**src/rtl/lsc_pkg.sv**
```systemverilog
package lsc_pkg;

    typedef enum logic [2:0] {
        OP_LOAD  = 3'd0,
        OP_STORE = 3'd1,
        OP_LL    = 3'd2,
        OP_SC    = 3'd3,
        OP_PREF  = 3'd4
    } op_e;

    typedef enum logic [1:0] {
        CR_HIT    = 2'd0,
        CR_BUSY   = 2'd1,
        CR_MISS   = 2'd2,
        CR_SCFAIL = 2'd3
    } crsp_e;

    typedef enum logic [1:0] {
        RS_DONE  = 2'd0,
        RS_RETRY = 2'd1,
        RS_WAIT  = 2'd2,
        RS_NONE  = 2'd3
    } rstat_e;

    localparam logic [1:0] WHY_NONE = 2'd0;
    localparam logic [1:0] WHY_BUSY = 2'd1;
    localparam logic [1:0] WHY_BUS  = 2'd2;

    typedef struct packed {
        logic stall;
        logic cached;
        logic pend;
        logic failed;
        logic done;
    } flags_t;

endpackage

```
**src/rtl/lsc_decode.sv**
```systemverilog
module lsc_decode
    import lsc_pkg::*;
#(
    parameter int HINT_W = 5,
    parameter logic [(1<<HINT_W)-1:0] EXCL_HINT_MASK = 'hA2
) (
    input  logic              req_valid,
    input  op_e               op,
    input  logic [HINT_W-1:0] hint,
    input  logic              addr_ok,
    input  logic              link_bit,
    input  logic              stalled,
    output logic              cache_req_valid,
    output logic              cache_excl,
    output logic              cache_atomic,
    output logic              cache_prefetch,
    output logic              sc_early_fail
);

    logic is_pf;
    logic is_atomic;
    logic wants_own;

    always_comb begin
        is_pf     = (op == OP_PREF);
        is_atomic = (op == OP_LL) || (op == OP_SC);
        wants_own = (op == OP_STORE) || (op == OP_SC);

        // conditional store without a live link never reaches the cache
        sc_early_fail = req_valid && (op == OP_SC) && !link_bit;

        if (is_pf) begin
            cache_req_valid = req_valid && addr_ok;
            cache_excl      = EXCL_HINT_MASK[hint];
        end else begin
            cache_req_valid = req_valid && !sc_early_fail && !stalled;
            cache_excl      = wants_own;
        end
        cache_atomic   = !is_pf && is_atomic;
        cache_prefetch = is_pf;
    end

endmodule

```
**src/rtl/lsc_resolve.sv**
```systemverilog
module lsc_resolve
    import lsc_pkg::*;
#(
    parameter int REG_W  = 5,
    parameter int MISS_W = 6,
    localparam int IDX_W = REG_W - 1
) (
    input  logic              req_valid,
    input  op_e               op,
    input  logic [REG_W-1:0]  dst,
    input  logic [REG_W-1:0]  res_reg,
    input  logic              wb_hit,
    input  logic              pend,
    input  logic              sc_early_fail,
    input  logic              stalled,
    input  crsp_e             crsp,
    input  logic [MISS_W-1:0] miss_id,
    input  logic [MISS_W-1:0] saved_miss,
    // outcome
    output rstat_e            o_status,
    output logic              o_perform,
    output logic              o_wr_en,
    output logic [REG_W-1:0]  o_wr_reg,
    output logic              o_wr_val,
    output logic              o_size_zero,
    output logic [MISS_W-1:0] o_miss_id,
    // flag update
    output logic              upd_en,
    output flags_t            set_bits,
    output logic              save_miss,
    // reason update
    output logic              why_en,
    output logic [IDX_W-1:0]  why_idx,
    output logic [1:0]        why_code,
    // link
    output logic              link_set
);

    logic is_ld;

    always_comb begin
        is_ld       = (op == OP_LOAD) || (op == OP_LL);
        o_status    = RS_NONE;
        o_perform   = 1'b0;
        o_wr_en     = 1'b0;
        o_wr_reg    = res_reg;
        o_wr_val    = 1'b0;
        o_size_zero = 1'b0;
        o_miss_id   = '0;
        upd_en      = 1'b0;
        set_bits    = '0;
        save_miss   = 1'b0;
        why_en      = 1'b0;
        why_idx     = dst[REG_W-1:1];
        why_code    = WHY_NONE;
        link_set    = 1'b0;

        if (req_valid) begin
            upd_en = 1'b1;
            if (op == OP_PREF) begin
                o_status      = RS_DONE;
                set_bits.done = 1'b1;
            end else if (sc_early_fail) begin
                o_status      = RS_DONE;
                o_wr_en       = 1'b1;
                o_size_zero   = 1'b1;
                set_bits.done = 1'b1;
            end else if (stalled) begin
                o_status  = RS_WAIT;
                o_miss_id = saved_miss;
                upd_en    = 1'b0;
            end else begin
                unique case (crsp)
                    CR_HIT: begin
                        set_bits.cached = 1'b1;
                        if (pend) begin
                            set_bits.pend = 1'b1;
                            o_status      = RS_WAIT;
                        end else begin
                            o_perform     = 1'b1;
                            set_bits.done = 1'b1;
                            o_status      = RS_DONE;
                        end
                    end
                    CR_BUSY: begin
                        set_bits.failed = 1'b1;
                        o_status        = RS_RETRY;
                        if (is_ld) begin
                            why_en   = 1'b1;
                            why_code = WHY_BUSY;
                        end
                    end
                    CR_MISS: begin
                        set_bits.stall  = 1'b1;
                        set_bits.cached = 1'b1;
                        save_miss       = 1'b1;
                        o_miss_id       = miss_id;
                        o_status        = RS_WAIT;
                        if (pend) begin
                            set_bits.pend = 1'b1;
                        end else begin
                            if ((op == OP_STORE) || (is_ld && wb_hit)) begin
                                o_perform     = 1'b1;
                                set_bits.done = 1'b1;
                                o_status      = RS_DONE;
                            end
                            if (is_ld) begin
                                why_en   = 1'b1;
                                why_code = WHY_BUS;
                            end
                        end
                    end
                    default: begin
                        o_status      = RS_DONE;
                        o_wr_en       = 1'b1;
                        o_size_zero   = 1'b1;
                        set_bits.done = 1'b1;
                    end
                endcase
                if (o_perform && (op == OP_LL)) begin
                    link_set = 1'b1;
                end
                if (o_perform && (op == OP_SC)) begin
                    o_wr_en  = 1'b1;
                    o_wr_val = 1'b1;
                end
            end
        end
    end

endmodule

```
**src/rtl/lsc_status.sv**
```systemverilog
module lsc_status
    import lsc_pkg::*;
#(
    parameter int TAG_W  = 3,
    parameter int MISS_W = 6,
    localparam int NTAG  = 1 << TAG_W
) (
    input  logic              clk,
    input  logic              rst_n,
    input  logic              upd_en,
    input  logic [TAG_W-1:0]  upd_tag,
    input  flags_t            set_bits,
    input  logic              save_miss,
    input  logic [MISS_W-1:0] miss_in,
    input  logic              alloc_valid,
    input  logic [TAG_W-1:0]  alloc_tag,
    input  logic [TAG_W-1:0]  rd_tag,
    output flags_t            rd_flags,
    output logic [MISS_W-1:0] rd_miss,
    output logic              req_stalled,
    output logic [MISS_W-1:0] req_miss
);

    typedef struct packed {
        flags_t [NTAG-1:0]             fl;
        logic   [NTAG-1:0][MISS_W-1:0] ms;
    } state_t;

    state_t st_d, st_q;

    always_comb begin
        st_d = st_q;
        if (upd_en) begin
            st_d.fl[upd_tag] = flags_t'(st_q.fl[upd_tag] | set_bits);
            if (save_miss) begin
                st_d.ms[upd_tag] = miss_in;
            end
        end
        if (alloc_valid) begin
            st_d.fl[alloc_tag] = '0;
            st_d.ms[alloc_tag] = '0;
        end
    end

    always_ff @(posedge clk) begin
        if (!rst_n) begin
            st_q <= '0;
        end else begin
            st_q <= st_d;
        end
    end

    assign rd_flags    = st_q.fl[rd_tag];
    assign rd_miss     = st_q.ms[rd_tag];
    assign req_stalled = st_q.fl[upd_tag].stall;
    assign req_miss    = st_q.ms[upd_tag];

endmodule

```
**src/rtl/lsc_reason.sv**
```systemverilog
module lsc_reason #(
    parameter int REG_W  = 5,
    localparam int IDX_W = REG_W - 1,
    localparam int NIDX  = 1 << IDX_W
) (
    input  logic             clk,
    input  logic             rst_n,
    input  logic             arm_valid,
    input  logic [IDX_W-1:0] arm_idx,
    input  logic [1:0]       arm_code,
    input  logic             upd_en,
    input  logic [IDX_W-1:0] upd_idx,
    input  logic [1:0]       upd_code,
    input  logic [IDX_W-1:0] rd_idx,
    output logic [1:0]       rd_cur,
    output logic [1:0]       rd_next
);

    typedef struct packed {
        logic [NIDX-1:0][1:0] cur;
        logic [NIDX-1:0][1:0] nxt;
    } state_t;

    state_t st_d, st_q;

    always_comb begin
        st_d = st_q;
        if (arm_valid) begin
            st_d.nxt[arm_idx] = arm_code;
        end
        if (upd_en) begin
            if (st_q.nxt[upd_idx] == 2'd0) begin
                st_d.cur[upd_idx] = upd_code;
            end else begin
                st_d.nxt[upd_idx] = upd_code;
            end
        end
    end

    always_ff @(posedge clk) begin
        if (!rst_n) begin
            st_q <= '0;
        end else begin
            st_q <= st_d;
        end
    end

    assign rd_cur  = st_q.cur[rd_idx];
    assign rd_next = st_q.nxt[rd_idx];

endmodule

```
**src/rtl/lsc_ctrl.sv**
```systemverilog
module lsc_ctrl
    import lsc_pkg::*;
#(
    parameter int TAG_W  = 3,
    parameter int REG_W  = 5,
    parameter int HINT_W = 5,
    parameter int MISS_W = 6,
    parameter logic [(1<<HINT_W)-1:0] EXCL_HINT_MASK = 'hA2,
    localparam int IDX_W = REG_W - 1
) (
    input  logic              clk,
    input  logic              rst_n,
    input  logic              req_valid,
    input  logic [TAG_W-1:0]  req_tag,
    input  logic [2:0]        req_op,
    input  logic [HINT_W-1:0] req_hint,
    input  logic              req_addr_ok,
    input  logic [REG_W-1:0]  req_dst,
    input  logic [REG_W-1:0]  req_res_reg,
    input  logic              req_wb_hit,
    input  logic              req_pend,
    output logic              cache_req_valid,
    output logic              cache_excl,
    output logic              cache_atomic,
    output logic              cache_prefetch,
    input  logic [1:0]        cache_rsp,
    input  logic [MISS_W-1:0] cache_miss_id,
    input  logic              alloc_valid,
    input  logic [TAG_W-1:0]  alloc_tag,
    input  logic              link_clr,
    input  logic              why_arm_valid,
    input  logic [IDX_W-1:0]  why_arm_idx,
    input  logic [1:0]        why_arm_code,
    input  logic [TAG_W-1:0]  stat_tag,
    output logic [4:0]        stat_flags,
    output logic [MISS_W-1:0] stat_miss_id,
    input  logic [IDX_W-1:0]  why_idx,
    output logic [1:0]        why_cur,
    output logic [1:0]        why_next,
    output logic              rsp_valid,
    output logic [TAG_W-1:0]  rsp_tag,
    output logic [1:0]        rsp_status,
    output logic              rsp_perform,
    output logic              rsp_wr_en,
    output logic [REG_W-1:0]  rsp_wr_reg,
    output logic              rsp_wr_val,
    output logic              rsp_size_zero,
    output logic [MISS_W-1:0] rsp_miss_id,
    output logic              link_bit
);

    typedef struct packed {
        logic              valid;
        logic [TAG_W-1:0]  tag;
        rstat_e            status;
        logic              perform;
        logic              wr_en;
        logic [REG_W-1:0]  wr_reg;
        logic              wr_val;
        logic              size_zero;
        logic [MISS_W-1:0] miss_id;
    } resp_t;

    typedef struct packed {
        resp_t rsp;
        logic  link;
    } state_t;

    state_t st_d, st_q;

    op_e               op;
    crsp_e             crsp;
    logic              stalled;
    logic [MISS_W-1:0] saved_miss;
    logic              sc_early_fail;

    rstat_e            r_status;
    logic              r_perform, r_wr_en, r_wr_val, r_size_zero;
    logic [REG_W-1:0]  r_wr_reg;
    logic [MISS_W-1:0] r_miss_id;
    logic              upd_en, save_miss, why_en, link_set;
    flags_t            set_bits, rd_flags;
    logic [IDX_W-1:0]  why_upd_idx;
    logic [1:0]        why_upd_code;

    assign op   = op_e'(req_op);
    assign crsp = crsp_e'(cache_rsp);

    lsc_decode #(
        .HINT_W        (HINT_W),
        .EXCL_HINT_MASK(EXCL_HINT_MASK)
    ) i_decode (
        .req_valid      (req_valid),
        .op             (op),
        .hint           (req_hint),
        .addr_ok        (req_addr_ok),
        .link_bit       (st_q.link),
        .stalled        (stalled),
        .cache_req_valid(cache_req_valid),
        .cache_excl     (cache_excl),
        .cache_atomic   (cache_atomic),
        .cache_prefetch (cache_prefetch),
        .sc_early_fail  (sc_early_fail)
    );

    lsc_resolve #(
        .REG_W (REG_W),
        .MISS_W(MISS_W)
    ) i_resolve (
        .req_valid    (req_valid),
        .op           (op),
        .dst          (req_dst),
        .res_reg      (req_res_reg),
        .wb_hit       (req_wb_hit),
        .pend         (req_pend),
        .sc_early_fail(sc_early_fail),
        .stalled      (stalled),
        .crsp         (crsp),
        .miss_id      (cache_miss_id),
        .saved_miss   (saved_miss),
        .o_status     (r_status),
        .o_perform    (r_perform),
        .o_wr_en      (r_wr_en),
        .o_wr_reg     (r_wr_reg),
        .o_wr_val     (r_wr_val),
        .o_size_zero  (r_size_zero),
        .o_miss_id    (r_miss_id),
        .upd_en       (upd_en),
        .set_bits     (set_bits),
        .save_miss    (save_miss),
        .why_en       (why_en),
        .why_idx      (why_upd_idx),
        .why_code     (why_upd_code),
        .link_set     (link_set)
    );

    lsc_status #(
        .TAG_W (TAG_W),
        .MISS_W(MISS_W)
    ) i_status (
        .clk        (clk),
        .rst_n      (rst_n),
        .upd_en     (upd_en),
        .upd_tag    (req_tag),
        .set_bits   (set_bits),
        .save_miss  (save_miss),
        .miss_in    (cache_miss_id),
        .alloc_valid(alloc_valid),
        .alloc_tag  (alloc_tag),
        .rd_tag     (stat_tag),
        .rd_flags   (rd_flags),
        .rd_miss    (stat_miss_id),
        .req_stalled(stalled),
        .req_miss   (saved_miss)
    );

    lsc_reason #(
        .REG_W(REG_W)
    ) i_reason (
        .clk      (clk),
        .rst_n    (rst_n),
        .arm_valid(why_arm_valid),
        .arm_idx  (why_arm_idx),
        .arm_code (why_arm_code),
        .upd_en   (why_en),
        .upd_idx  (why_upd_idx),
        .upd_code (why_upd_code),
        .rd_idx   (why_idx),
        .rd_cur   (why_cur),
        .rd_next  (why_next)
    );

    always_comb begin
        st_d               = st_q;
        st_d.rsp.valid     = req_valid;
        st_d.rsp.tag       = req_tag;
        st_d.rsp.status    = r_status;
        st_d.rsp.perform   = r_perform;
        st_d.rsp.wr_en     = r_wr_en;
        st_d.rsp.wr_reg    = r_wr_reg;
        st_d.rsp.wr_val    = r_wr_val;
        st_d.rsp.size_zero = r_size_zero;
        st_d.rsp.miss_id   = r_miss_id;
        if (link_clr) begin
            st_d.link = 1'b0;
        end else if (link_set) begin
            st_d.link = 1'b1;
        end
    end

    always_ff @(posedge clk) begin
        if (!rst_n) begin
            st_q            <= '0;
            st_q.rsp.status <= RS_NONE;
        end else begin
            st_q <= st_d;
        end
    end

    assign stat_flags    = rd_flags;
    assign rsp_valid     = st_q.rsp.valid;
    assign rsp_tag       = st_q.rsp.tag;
    assign rsp_status    = st_q.rsp.status;
    assign rsp_perform   = st_q.rsp.perform;
    assign rsp_wr_en     = st_q.rsp.wr_en;
    assign rsp_wr_reg    = st_q.rsp.wr_reg;
    assign rsp_wr_val    = st_q.rsp.wr_val;
    assign rsp_size_zero = st_q.rsp.size_zero;
    assign rsp_miss_id   = st_q.rsp.miss_id;
    assign link_bit      = st_q.link;

endmodule

```
**config.mk**
```make
export PLATFORM = sky130hd
export DESIGN_NAME = lsc_ctrl
export DESIGN_NICKNAME = d
export VERILOG_FILES = /design/src/rtl/lsc_pkg.sv /design/src/rtl/lsc_decode.sv /design/src/rtl/lsc_resolve.sv /design/src/rtl/lsc_status.sv /design/src/rtl/lsc_reason.sv /design/src/rtl/lsc_ctrl.sv
export SDC_FILE = /design/constraint.sdc
export NUM_CORES = 1
export LEC_CHECK = 0
export ABC_CLOCK_PERIOD_IN_PS = 3000
export BUFFER_PORTS_ARGS = -buffer_cell sky130_fd_sc_hd__buf_4
export CAP_MARGIN = 40
export CORE_UTILIZATION = 24
export DETAILED_ROUTE_END_ITERATION = 8
export PLACE_DENSITY_LB_ADDON = 0.15
export SLEW_MARGIN = 30
export SYNTH_ARGS = -nofsm -noshare
export SYNTH_HDL_FRONTEND = slang
export SYNTH_SLANG_ARGS = --single-unit
```
**constraint.sdc**
```tcl
create_clock -name clk -period 3 [get_ports clk]
set_input_delay 0.3 -clock clk [delete_from_list [all_inputs] [get_ports clk]]
set_output_delay 0.3 -clock clk [all_outputs]
set_load 0.005 [all_outputs]
```
# Word level (Yosys, flattened, before mapping)

Memory sizes are Yosys's and may differ from the RTL's.
Cells that the tools add are included.

Bits in read-only memories: 32
Memories kept: 1
Flip-flop bits (word level): 174
Output and inout port bits: 41

Equality and inequality tests: 6
Bitwise logic cells: 7
Mux-type cells: 103
Reductions and logical operators: 32
Magnitude comparators: 11

Memories:

| memory           | depth | bits a word | read ports | clocked after Yosys merged registers in | write ports | RTL line         | text |
|---|---|---|---|---|---|---|---|
| (name not given) | 32    | 1           | 1          | 0                                       | 0           | lsc_decode.sv:34 | `cache_excl = EXCL_HINT_MASK[hint];` |

Operators with widths:

| cell                                                                  | count |
|---|---|
| 88-bit 2-to-1 mux                                                     | 2 |
| 32-bit bitwise mux                                                    | 3 |
| 32-bit 2-to-1 mux                                                     | 3 |
| 48-bit bitwise AND                                                    | 1 |
| 48-bit bitwise mux                                                    | 1 |
| 48-bit 2-to-1 mux                                                     | 1 |
| 48-bit NOT                                                            | 1 |
| 1-bit 2-to-1 mux                                                      | 42 |
| 40-bit bitwise AND                                                    | 1 |
| 40-bit bitwise mux                                                    | 1 |
| 40-bit NOT                                                            | 1 |
| 6-bit binary-select mux with 3-bit select                             | 2 |
| 6-bit demux with 3-bit select                                         | 2 |
| 2-bit 2-to-1 mux                                                      | 18 |
| 6-bit 2-to-1 mux                                                      | 6 |
| 5-bit binary-select mux with 3-bit select                             | 2 |
| 5-bit demux with 3-bit select                                         | 2 |
| 5-bit 2-to-1 mux                                                      | 6 |
| 2-bit binary-select mux with 4-bit select                             | 3 |
| 2-bit demux with 4-bit select                                         | 2 |
| 4-bit by 5-bit < comparator with 1-bit output, second input constant  | 3 |
| 1-bit logical AND                                                     | 13 |
| 3-bit by 4-bit < comparator with 1-bit output, second input constant  | 3 |
| 4-bit by 1-bit >= comparator with 1-bit output, second input constant | 2 |
| other kinds (23)                                                      | 38 |

# Logic depth before layout (Yosys ltp)

Gate-level depths: netlist of run 1.

Word-level depth: 17
Mapped depth: 9

# Modules after synthesis

A second synthesis of run 1 with hierarchy kept.

Cells, all modules: 979
Area total of the unflattened synthesis: 9246.4 µm²

Modules (own cells, without submodules):

| module      | area an instance (µm²) | times used | seq. area each (µm²) | cells each |
|---|---|---|---|---|
| lsc_status  | 4664.5                 | 1          | 1761.7               | 484 |
| lsc_reason  | 3439.5                 | 1          | 1281.2               | 372 |
| lsc_ctrl    | 601.8                  | 1          | 440.4                | 47 |
| lsc_resolve | 460.4                  | 1          | 0.0                  | 65 |
| lsc_decode  | 80.1                   | 1          | 0.0                  | 11 |

# Worst setup path before layout of run 1

Ideal clock, no wire load.

Path type: input to output
Start point: in why_idx[0]
End point: out why_next[0]
Slack: 701 ps
Arrival time: 1999 ps
Cell stages on the path: 4
Path buffers: 2
Required time: 2700 ps
Path through: clkbuf_1 buf_2 mux4_2 mux4_2

Cells in the longest elaborated chain, start to end: 2

Ends and longest elaborated chain:

| element                                   | RTL line         | text |
|---|---|---|
| start, declared                           | lsc_ctrl.sv:37   | `input logic [IDX_W-1:0] why_idx,` |
| 2-bit binary-select mux with 4-bit select | lsc_reason.sv:49 | `assign rd_next = st_q.nxt[rd_idx];` |
| 2-bit 2-to-1 mux (not written as such)    | lsc_reason.sv:49 |  |
| end, declared                             | lsc_ctrl.sv:39   | `output logic [1:0] why_next,` |

No other way between the ends. The select of a mux whose other input is x is not followed.

# Final worst setup path of run 1

Start point: reg i_status.st_q[77] (netlist bit)
End point: out cache_req_valid

Cells in the longest elaborated chain, start to end: 5

Ends and longest elaborated chain:

| element                                   | RTL line         | text |
|---|---|---|
| start, declared                           | lsc_status.sv:29 | `state_t st_d, st_q;` |
| start signal, assigned                    | lsc_status.sv:49 | `st_q <= st_d;` |
| 5-bit binary-select mux with 3-bit select | lsc_status.sv:55 | `assign req_stalled = st_q.fl[upd_tag].stall;` |
| 5-bit 2-to-1 mux (not written as such)    | lsc_status.sv:55 |  |
| 1-bit logical NOT                         | lsc_decode.sv:36 | `cache_req_valid = req_valid && !sc_early_fail && !stalled;` |
| 1-bit logical AND                         | lsc_decode.sv:36 |  |
| 1-bit 2-to-1 mux                          | lsc_decode.sv:32 | `if (is_pf) begin` |
| end, declared                             | lsc_ctrl.sv:22   | `output logic cache_req_valid,` |

No other way between the ends. The select of a mux whose other input is x is not followed.

==> out/metrics.csv, run 1 <==
metric,value,unit
HP Class,input port to flop,
Vias/cell,4.84,
number of synthesized register bits,174,
asr flop ratio synth,0,
CTS tree,built,
hold_buf cts,0,
core area,0.0387,mm^2
peak supply drop,0.000409,V
Root Buffer Master,clkbuf_16,
r2r setup slk,0.53,ns
drt wl/cell,20.9,um
run status,"complete, no violations",
CP required,2.70,ns
Critical Path Start Type,flop,
Biggest register,i_status.st_q,
Ant. Diodes,0,
layout cells sized above 1,0.287,
drt drc,0,
final critical-path required period,2.76,ns
power density cells,446,mW/mm^2
number of global-route vias before repair,7680,
drt total wl,32600,um
Die H,200,um
die width,200,um
cts bufs inserted,17,
synthesized area,0.00944,mm^2
CTS sink count,174,
Placer Congestion,0.755,
clock tree buffer depth,2,
Rows,72,
initial antenna violation count,0,
Nets,1094,
period utilization,0.919,
fmax,0.363,GHz
post-CTS resize count,0,
number of synthesis warnings,0,
vias,7572,
Initial DRC Count,487,
Crit. End Element,output pin,
DRT Pass-1 Iters,4,
Post-synth EDFFs,0,
Antenna Violating Nets Remaining,0,
worst-skew pair later-pin latency,0.45,ns
actual slew at the worst max-slew pin,0.723,ns
"Seq/Total Area, Yosys",0.369,
Leak,4.70,nW
Final Power,0.00514,W
Worst-path clk slew,0.07,ns
Syn Nets,991,
Unique masters post-synth,63,
Global Route Usage Sum,0.165,
"Max FO, Critical Path",14,
first-pass GRT wire length,49400,um
fin. max-slew vios,0,
main flop type after synthesis,dfxtp_1,
Fill cells,4098,
I/O Pins,95,
area post-placement,0.0109,mm^2
critical path type,flop to output pin,
final core occ,0.297,
die area,0.0401,mm^2
# port buffers,93,
Layout Skew,0.0107,ns
final setup vio count,0,
Post-DP HPWL,23000,um
Worst Path Arrival,2.46,ns
Fin. Hold Viols,0,
post-route setup TNS,0,ns
most frequent cells in the layout,"dfxtp_1 (174), mux2i_1 (156), buf_4 (144)",
Max-Cap Viols,0,
syn avg cell area,10.1,um^2
P&R area growth vs syn,22.0,%
final instance area,0.0115,mm^2
"commonest non-fill, non-tap cell in the layout",dfxtp_1,
grt ovf,0,
largest net degree at the start of global routing,40,
Largest register FFs,88,
H-Tree Depth,4,
Post-CTS Setup Bufs,0,
RSZ-0062 raised after global routing,no,
Starting Density,0.244,
Mapped Cells,932,
Max-slew headroom,0.518,
[worst max-delay path, cell delays in order, from the launching register on]
cell and delay, ns:
dfxtp_1 0.36, mux2i_1 0.09, o22ai_1 0.56, or2_1 0.36
buf_12 0.22, nor3_1 0.08, a21oi_1 0.13, nor2b_1 0.06
buf_4 0.13
[final cells by class]
class,instances,area [um^2],share of cell area
clock buffers,19,443,0.0385
clock inverters,12,115,0.00999
inverters,16,60.1,0.00521
multi-input cells,679,5640,0.490
flip-flops and latches,174,3480,0.302
well taps,518,648,0.0563
repair buffers,147,1130,0.0979
[per-layer routing]
metal,vias up,share of wire,routed length [um],global-route usage
met3,30,0.028,928,0.0296
met4,0,0.013,440,0.0474
li1,3623,-,-,-
met2,136,0.48,15800,0.273
met1,3783,0.47,15500,0.220
met5,-,0,0,0
[Yosys cell counts (5+ instances only)]
library cell,instances,area (um^2)
nor2_1,112,420
a21oi_1,17,85.1
and3_1,9,56.3
mux2_2,42,473
o21ai_0,13,65.1
ha_1,5,62.6
nor3_4,5,81.3
or3_1,7,43.8
nor2b_1,11,68.8
buf_2,13,65.1
mux2i_1,156,1560
dfxtp_1,174,3480
nand2b_1,13,81.3
nor3_1,12,60.1
mux4_2,43,968
nand4_2,9,113
inv_1,15,56.3
nand4_1,7,43.8
a22o_1,11,96.3
nand2_1,85,319
a221oi_1,19,166
clkbuf_1,41,154
nand3_1,26,130
and2_1,12,75.1
[path summary, 6_finish.rpt]
check,cells after the start,to,startpoint
worst max register to register,6,i_reason.st_q[18],i_reason.st_q[2]
worst max-delay path,8,cache_req_valid,i_status.st_q[77]
worst min-delay path,2,link_bit,link_clr
worst min register to register,2,i_reason.st_q[50],i_reason.st_q[50]
[stage by stage]
stage               setup WS (ns)  cells  hold WS [ns]
floorplan                   0.701    932         0.376
global placement            0.318   1532         0.441
detailed placement          0.318   1533         0.449
CTS                         0.192   1564       0.00749
global route               0.0824   1565        0.0167
finish                      0.242   1565        0.0391
[cells by family after synthesis]
logic type      Yosys count  synth area share
fa+ha+maj                 5           0.00663
mux                     241             0.318
compound gates           93            0.0744
simple gates            340             0.195
flops                   174             0.369
buf+inv                  79            0.0371
[power breakdown]
part           switching, W  internal (W)  total (W)
registers         0.0000177       0.00234    0.00236
logic              0.000375      0.000232   0.000607
clock network       0.00101       0.00116    0.00217
total               0.00140       0.00374    0.00514
Note: power is estimated with default switching activity, not from simulation.
==> run 2: changes to the inputs <==
ABC_AREA = 1   (was default)
SKIP_CTS_REPAIR_TIMING = 1   (was default)
==> out/metrics.csv, run 2 <==
metric,value,unit,change
Biggest register,i_status.st_q,,
final instance area,0.0130,mm^2,+13%
cts bufs inserted,17,,unchanged
number of synthesized register bits,174,,unchanged
I/O Pins,95,,unchanged
period utilization,0.777,,-0.142
CP max-delay cell,dfxtp_1,,
Root Buffer Master,clkbuf_16,,
CTS sink count,174,,unchanged
number of global-route vias before repair,10800,,+41%
Mapped Cells,1813,,+95%
critical path type,flop to output pin,,
asr flop ratio synth,0,,unchanged
Leak,6.18,nW,+32%
Nets,1929,,+76%
# port buffers,93,,unchanged
Post-DP HPWL,29300,um,+27%
"commonest non-fill, non-tap cell in the layout",nand2_1,,
"Max FO, Critical Path",11,,-3
Synth area leader,dfxtp_1,,
Fin. Hold Viols,0,,unchanged
H-Tree Depth,4,,unchanged
fmax,0.429,GHz,+18%
CTS tree,built,,
final critical-path required period,2.33,ns,-0.426 ns
vias,11700,,+55%
synthesized area,0.0111,mm^2,+18%
power density cells,448,mW/mm^2,+0.51%
Clk pwr share,0.420,,-0.003
main flop type after synthesis,dfxtp_1,,
die width,217,um,+8.4%
Fill cells,5143,,+26%
crit-path leading delay family,simple AND/OR/NAND/NOR gates,,
initial antenna violation count,0,,unchanged
area post-placement,0.0124,mm^2,+13%
"count leader, synth",nand2_1,,
P&R area growth vs syn,17.4,%,
CP most frequent cell,nand2_1,,
post-route setup slack,0.668,ns,+0.426 ns
actual slew at the worst max-slew pin,0.659,ns,-0.0646 ns
Crit path largest cell delay,0.37,ns,-0.19 ns
drt wl/cell,16.9,um,-19%
most frequent cells in the layout,"nand2_1 (388), nor2_1 (371), inv_1 (212)",,
Net Sw Power,0.00179,W,+28%
Pint,0.00405,W,+8.4%
area share of the largest cell type after synthesis,0.314,,-0.0552
post-route setup TNS,0,ns,unchanged
critical hold path startpoint,req_res_reg[2],,
largest net degree at the start of global routing,50,,+25%
die area,0.0471,mm^2,+17%
core area,0.0455,mm^2,+17%
HP Class,input port to flop,,
Rows,78,,+8.3%
R2R Path Start,i_status.st_q[77],,
Worst-path clk slew,0.08,ns,about the same
power share of the combinational group,0.168,,+0.050
Flop pwr share,0.412,,-0.047
Placer Congestion,0.818,,+8.5%
drt drc,0,,unchanged
pre-CTS setup slack,0.572,ns,+0.254 ns
CP Buf/Inv Count,1,,-1
Largest register FFs,88,,unchanged
drt total wl,41900,um,+28%
worst-skew pair later-pin latency,0.49,ns,+0.04 ns
DRT Pass-1 Iters,5,,+1
number of synthesis warnings,0,,unchanged
final setup vio count,0,,unchanged
Crit. End Element,output pin,,
syn avg cell area,6.12,um^2,-40%
switch share,0.307,,+0.0338
Post-synth EDFFs,0,,unchanged
Die H,217,um,+8.4%
Critical Path Start Type,flop,,
Initial DRC Count,846,,+74%
run status,"complete, no violations",,
crit path cell chain,"nand2_1, nand2_1, nand2_1, nand2_1, nand2_4, nand2_4, nor2_8, nand2_1, nand2_1, buf_4",,
Setup crit start,i_status.st_q[77],,
clock tree buffer depth,2,,unchanged
Worst Path Arrival,2.03,ns,-0.43 ns
"Seq/Total Area, Yosys",0.314,,-0.0552
"top cells by count, synth","nand2_1 (388), nor2_1 (371), inv_1 (213)",,
fin. max-slew vios,0,,unchanged
Max-Cap Viols,0,,unchanged
grt ovf,0,,unchanged
Antenna Violating Nets Remaining,0,,unchanged
Global Route Usage Sum,0.182,,+0.0168
Ant. Diodes,0,,unchanged
CP required,2.70,ns,about the same
RSZ-0062 raised after global routing,no,,
Vias/cell,4.71,,-2.6%
Unique masters post-synth,44,,-30%
Syn Nets,1872,,+89%
Area contributors post-synth,"dfxtp_1 (31%), nand2_1 (13%), nor2_1 (13%)",,
layout cells sized above 1,0.117,,-0.170
Max-slew headroom,0.560,,+0.0418
Starting Density,0.244,,+0.000416
Layout Skew,0.0166,ns,+0.00589 ns
first-pass GRT wire length,65000,um,+32%
peak supply drop,0.000305,V,-25%
## run 2: kinds of logic (layout without fill, tap and decap cells)
| group | count (synthesis) | in the layout | share of synthesized area |
|---|---|---|---|
| AOI/OAI and AO/OA | 377 | 377 | 0.194 |
| adders and majority gates | 5 | 5 | 0.00564 |
| buffers and inverters | 318 | 388 | 0.116 |
| DFF | 174 | 174 | 0.314 |
| muxes | 2 | 2 | 0.00180 |
| and+or+nand+nor | 937 | 937 | 0.369 |
## run 2: cell type report
class	instances	area [um^2]	area share
Timing Repair Buffer	130	998	0.0766
Inverter	226	851	0.0653
Multi-Input combinational cell	1321	6330	0.486
Tap cell	600	751	0.0576
Sequential cell	174	3480	0.267
Clock buffer	19	453	0.0348
Clock inverter	13	161	0.0124
## run 2: power by group through the flow
| stage | clock (W) | sequential (W) | combinational [W] |
|---|---|---|---|
| 2_1_floorplan | 0 | 0.00245 | 0.000591 |
| 3_3_place_gp | 0 | 0.00246 | 0.000965 |
| 3_5_place_dp | 0 | 0.00246 | 0.000976 |
| 4_1_cts | 0.00256 | 0.00241 | 0.000981 |
| 5_1_grt | 0.00264 | 0.00242 | 0.00110 |
| 6_report | 0.00245 | 0.00241 | 0.000983 |
## run 2: worst paths after layout
path                       end  slack (ns)  cells after the start
max            cache_req_valid        0.67                     10
min              rsp_wr_reg[2]        0.02                      3
min reg2reg  i_reason.st_q[60]        0.47                      2
max reg2reg  i_status.st_q[15]        0.79                     11
## run 2: metal layers
metal  GRT usage  part of all wire  vias up
li1            -                 -     5959
met1       0.256              0.49     5394
met2       0.273              0.43      313
met3      0.0391             0.062       37
met4      0.0606             0.016        0
met5           0                 0        -
## run 2: through the flow
stage	util	hold WS [ns]	total power [W]	std cells
2_1_floorplan	-	0.398	0.00304	1813
3_3_place_gp	0.272	0.458	0.00343	2446
3_5_place_dp	0.272	0.454	0.00344	2447
4_1_cts	0.286	-0.0603	0.00595	2479
5_1_grt	0.287	0.0122	0.00615	2483
6_report	0.287	0.0176	0.00584	2483
## run 2: worst register-to-register path: stages (launching register included)
cell	delay, ns
dfxtp_1	0.37
nand2_1	0.09
nand2_1	0.05
nand2_1	0.05
nand2_1	0.08
nand2_4	0.15
nand2_4	0.18
nor2_8	0.20
buf_4	0.53
nand3_1	0.18
o211ai_1	0.14
nor2_1	0.06
